[config.mk]
export PLATFORM = sky130hd
export DESIGN_NAME = two_phase_reg
export DESIGN_NICKNAME = d
export VERILOG_FILES = /design/src/rtl/msreg_pkg.sv /design/src/rtl/msreg_phase.sv /design/src/rtl/msreg_master.sv /design/src/rtl/msreg_slave.sv /design/src/rtl/two_phase_reg.sv
export SDC_FILE = /design/constraint.sdc
export NUM_CORES = 1
export LEC_CHECK = 0
export ABC_AREA = 1
export CORE_AREA = 2 2 60 62
export DETAILED_ROUTE_END_ITERATION = 10
export DIE_AREA = 0 0 62 64
export GPL_TIMING_DRIVEN = 0
export HOLD_SLACK_MARGIN = 0.02
export PLACE_DENSITY = 0.74
export SETUP_SLACK_MARGIN = 0.2
export SLEW_MARGIN = 25
export SYNTH_ARGS = -nofsm -noshare
export SYNTH_HDL_FRONTEND = slang
export SYNTH_SLANG_ARGS = --single-unit
export TNS_END_PERCENT = 10
[constraint.sdc]
create_clock -name clk -period 0.89 [get_ports clk]
set_input_delay 0.178 -clock clk [delete_from_list [all_inputs] [get_ports clk]]
set_output_delay 0.178 -clock clk [all_outputs]
set_load 0.005 [all_outputs]
[src/rtl/msreg_pkg.sv]
`timescale 1ns/1ps
package msreg_pkg;

    localparam int unsigned DEFAULT_W = 16;

    typedef enum logic [1:0] {
        PH_IDLE  = 2'd0,
        PH_TICK  = 2'd1,
        PH_TOCK  = 2'd2,
        PH_CLASH = 2'd3
    } phase_e;

    function automatic phase_e classify(input logic tk, input logic tc);
        phase_e p;
        unique case ({tc, tk})
            2'b01:   p = PH_TICK;
            2'b10:   p = PH_TOCK;
            2'b11:   p = PH_CLASH;
            default: p = PH_IDLE;
        endcase
        return p;
    endfunction

endpackage

[src/rtl/msreg_phase.sv]
`timescale 1ns/1ps
module msreg_phase
    import msreg_pkg::*;
(
    input  logic   clk,
    input  logic   rst,
    input  logic   tick,
    input  logic   tock,
    output phase_e phase,
    output logic   clash_err
);

    always_comb begin
        phase = classify(tick, tock);
    end

    always_ff @(posedge clk) begin
        if (rst) begin
            clash_err <= 1'b0;
        end else begin
            clash_err <= (phase == PH_CLASH);
        end
    end

    assert_clash_flag_R8: assert property (@(posedge clk) disable iff (rst)
        (tick && tock) |=> clash_err);
    assert_clash_clear_R8: assert property (@(posedge clk) disable iff (rst)
        !(tick && tock) |=> !clash_err);

endmodule

[src/rtl/msreg_master.sv]
`timescale 1ns/1ps
module msreg_master
    import msreg_pkg::*;
#(
    parameter int unsigned W = DEFAULT_W
) (
    input  logic         clk,
    input  logic         rst,
    input  phase_e       phase,
    input  logic         load,
    input  logic [W-1:0] din,
    output logic [W-1:0] held
);

    logic capture;

    always_comb begin
        capture = (phase == PH_TICK) && load;
    end

    always_ff @(posedge clk) begin
        if (rst) begin
            held <= '0;
        end else if (capture) begin
            held <= din;
        end
    end

    assert_capture_R2: assert property (@(posedge clk) disable iff (rst)
        (phase == PH_TICK && load) |=> held == $past(din));
    assert_noload_keep_R6: assert property (@(posedge clk) disable iff (rst)
        (phase == PH_TICK && !load) |=> $stable(held));
    assert_master_idle_R5: assert property (@(posedge clk) disable iff (rst)
        (phase == PH_IDLE || phase == PH_TOCK) |=> $stable(held));

endmodule

[src/rtl/msreg_slave.sv]
`timescale 1ns/1ps
module msreg_slave
    import msreg_pkg::*;
#(
    parameter int unsigned W = DEFAULT_W
) (
    input  logic         clk,
    input  logic         rst,
    input  phase_e       phase,
    input  logic [W-1:0] from_master,
    output logic [W-1:0] value
);

    always_ff @(posedge clk) begin
        if (rst) begin
            value <= '0;
        end else if (phase == PH_TOCK) begin
            value <= from_master;
        end
    end

    assert_tock_copy_R4: assert property (@(posedge clk) disable iff (rst)
        (phase == PH_TOCK) |=> value == $past(from_master));
    assert_tick_hold_R3: assert property (@(posedge clk) disable iff (rst)
        (phase == PH_TICK) |=> $stable(value));
    assert_slave_idle_R5: assert property (@(posedge clk) disable iff (rst)
        (phase == PH_IDLE) |=> $stable(value));

endmodule

[src/rtl/two_phase_reg.sv]
`timescale 1ns/1ps
module two_phase_reg
    import msreg_pkg::*;
#(
    parameter int unsigned W = DEFAULT_W
) (
    input  logic         clk,
    input  logic         rst,
    input  logic         tick,
    input  logic         tock,
    input  logic         load,
    input  logic [W-1:0] din,
    output logic [W-1:0] q,
    output logic [W-1:0] master_tap,
    output logic         clash_err
);

    phase_e         phase;
    logic [W-1:0]   mstr;
    logic [W-1:0]   slv;

    msreg_phase u_phase (
        .clk       (clk),
        .rst       (rst),
        .tick      (tick),
        .tock      (tock),
        .phase     (phase),
        .clash_err (clash_err)
    );

    msreg_master #(.W(W)) u_master (
        .clk   (clk),
        .rst   (rst),
        .phase (phase),
        .load  (load),
        .din   (din),
        .held  (mstr)
    );

    msreg_slave #(.W(W)) u_slave (
        .clk         (clk),
        .rst         (rst),
        .phase       (phase),
        .from_master (mstr),
        .value       (slv)
    );

    assign q          = slv;
    assign master_tap = mstr;

    assert_clash_hold_R8: assert property (@(posedge clk) disable iff (rst)
        (tick && tock) |=> ($stable(q) && $stable(master_tap)));
    assert_reset_zero_R1: assert property (@(posedge clk)
        rst |=> (q == '0 && master_tap == '0 && !clash_err));

endmodule

==> run_results.csv, run 1 <==
group,metric,value,unit
sta,period_share,108,%
worst_setup_path,critical_path_arrival,0.78,ns
sta,slew_headroom,88.1,%
yosys,yosysTopAreaCell,"dfxtp_1",
global_route,grt_max_degree,11,
pwr,ir_worst_vdd,0.773,mV
cts,cts.clk_slew.worst_paths,0.09,ns
outcome,violations,"negative setup slack",
worst_setup_path,endpoint_kind,"primary output",
yosys,ys_warn_count,0,
floorplanning,dieArea,3970,µm²
sta,rsz0062_at_grt,"true",
pwr,powerDensity,1400,nW/µm²
sta,skew,0.00390,ns
yosys,synth_common_cells,"54 x nor2_1, 33 x dfxtp_1, 32 x nand2_1",
global_route,antenna_found_initial,0,
worst_setup_path,cpPeakStageDelay,0.35,ns
yosys,synth.most_common_cell,"nor2_1",
placed_design,gp_congestion,0.788,
detailed_routing,via_per_inst,4.33,
detailed_routing,vias,1334,
cells_and_area,diodes,0,
worst_hold_path,min-delay-start,"tick",
cts,cts_buffers,5,
floorplanning,initial_core_util,40.3,%
sta,fin_crit,0.962,ns
sta,hold_viol_final,0,
worst_setup_path,crit_path_cell_trace,"buf_2",
yosys,seq_area_frac_synth,49.9,%
cts,cts-root-buf,"clkbuf_4",
floorplanning,row_count,21,
worst_setup_path,rrSetupSlack,0.02,ns
floorplanning,die_y,64,µm
worst_setup_path,crit_type,"reg2out",
cells_and_area,final_nets,283,
yosys,synth_edf_count,0,
cts,cts.sinks,33,
global_route,grtUsageTotal,19.4,%
worst_setup_path,r2r_start,"u_master.held[15]$_SDFFE_PP0P_",
cts,htree_levels,2,
floorplanning,dieWidth,62,µm
floorplanning,coreArea,3280,µm²
sta,finalWorstSetupSlack,-0.0723,ns
sta,fmax,1.04,GHz
cts,ctsHoldBuffers,0,
global_route,grt_overflow_total,0,
placed_design,port_buffers,53,
sta,worst-slew-pin-transition,0.177,ns
outcome,status,"finished, violations left",
worst_setup_path,cp.required,0.71,ns
yosys,ys.flop_type,"dfxtp_1",
cts,clkLatencyLatePin,0.33,ns
worst_hold_path,hold_path.class,"in2reg",
floorplanning,boundaryPins,54,
global_route,grt_pass1_wl,5.62,mm
pwr,leakage,1.13,nW
yosys,synthArstFlopShare,0,%
sta,hold_ws,0.143,ns
run,max_cap_viol_count,0,
cts,cts_tree,"built",
global_route,grt_pass1_vias,1272,
worst_setup_path,cp_slowest_cell,"dfxtp_2",
cells_and_area,syn2layout_area_growth,70.0,%
detailed_routing,drtAntennaViolNets,0,
yosys,avgSynthCellArea,7.53,µm²
sta,setup-violations-final,33,
yosys,synth_nets,197,
yosys,ys_ff_latch,33,
worst_setup_path,cp-startpoint,"u_master.held[15]$_SDFFE_PP0P_",
cells_and_area,drive_above_1_share,57.6,%
yosys,synth_area_leaders,"dfxtp_1 50%, nor2_1 15%, nand2_1 9.1%",
detailed_routing,drc,0,
cts,cts_buffer_depth,2,
worst_setup_path,worstPathBufferInverterCount,1,
detailed_routing,post_drt_wl_per_cell,11.4,µm
cells_and_area,fill_cells,275,
detailed_routing,drtIter0Drc,50,
yosys,yosysUniqueCellTypes,18,
sta,maxSlewViolCount,0,
yosys,synth_area,1330,µm²
detailed_routing,first_pass_iters,4,
yosys,synthDominantCellAreaShare,49.9,%
yosys,syn-instance-count,176,
placed_design,dp_hpwl,2.22,mm
cells_and_area,postLayoutCoreUtil,68.6,%
worst_setup_path,path_max_fanout,2,
worst_setup_path,cp_top_family,"flip-flops",
worst_setup_path,cp-start-kind,"register",
detailed_routing,routed_wl,3.52,mm
[layout make-up]
class,count,area (µm²),area share [%]
Sequential cell,33,702,31.2
Tap cell,46,57.6,2.56
Multi-Input combinational cell,115,579,25.7
Inverter,20,87.6,3.89
Clock buffer,7,55.1,2.44
Buffer,8,106,4.72
Timing Repair Buffer,79,664,29.5
[path summary, 6_finish.rpt]
kind	to	cells past startpoint
max	master_tap[15]	1
min	u_phase.clash_err$_SDFF_PP0_	3
max reg2reg	u_master.held[15]$_SDFFE_PP0P_	6
min reg2reg	u_slave.value[12]$_SDFFE_PP0N_	2
[placed cells by master, fill, tap and decap left out, drive strengths merged]
cell           instances
dfxtp                 33
nor2                  64
nand2                 33
o21ai                 16
nand3                  1
inv                   20
clkdlybuf4s50         16
dlygate4sd2            2
clkbuf                 7
buf                   69
nor3                   1
[stage by stage]
| step | cells | cell area (µm²) | worst slack (ns) | setup TNS [ns] | total power (W) |
|---|---|---|---|---|---|
| 6_report | 308 | 2250 | -0.0723 | -1.83 | 0.00315 |
| 2_1_floorplan | 176 | 1350 | 0.202 | 0 | 0.00189 |
| 3_5_place_dp | 275 | 1930 | -0.533 | -19.78 | 0.00220 |
| 4_1_cts | 307 | 2170 | -0.0826 | -2.20 | 0.00311 |
| 5_1_grt | 308 | 2250 | -0.118 | -3.38 | 0.00333 |
| 3_3_place_gp | 275 | 1930 | -0.502 | -19.29 | 0.00219 |
[flip-flops by register name, summed over array words and instances (netlist names)]
name               cells
u_phase.clash_err      1
u_master.held         16
u_slave.value         16
[worst reg2reg max path: cells and delay by family, from the launching register on]
kind          cells  cell delay (ns)
buf+inv           3             0.29
flops             1             0.34
simple gates      3             0.14
[repair_timing]
action,CTS,global route
resized for setup,211,26
pin swaps,28,25
setup endpoints to repair,66,65
buffers inserted,25,1
[report_power, final]
group | internal, W | switching (W) | total, W | leakage [nW]
registers | 0.00158 | 0.0000512 | 0.00163 | 0.284
clock network | 0.000373 | 0.000460 | 0.000832 | 0.0314
logic | 0.000391 | 0.000298 | 0.000689 | 0.816
[routing by layer]
metal	share of wire, %	up-vias	routed length, µm	global-route usage [%]
met1	43	598	1520	23.9
met3	4.4	2	156	6.88
met4	0.94	0	33	6.91
li1	-	699	-	-
met5	0	-	0	0
met2	52	35	1810	30.3
[kinds of logic (layout without fill, tap and decap cells)]
family / count (synthesis) / after routing / share of synthesized area, %
compound gates: 16 / 16 / 6.04
buf+inv: 28 / 114 / 12.1
flops: 33 / 33 / 49.9
simple gates: 99 / 99 / 32.0
(Power assumes the default switching activity.)
==> inputs of run 2 (changes only) <==
CTS_CLUSTER_SIZE = 12   (was unset)
SLEW_MARGIN = 20   (was 25)
==> results of run 2 <==
Final layout, timing and power as in run 1 (identical DEF).
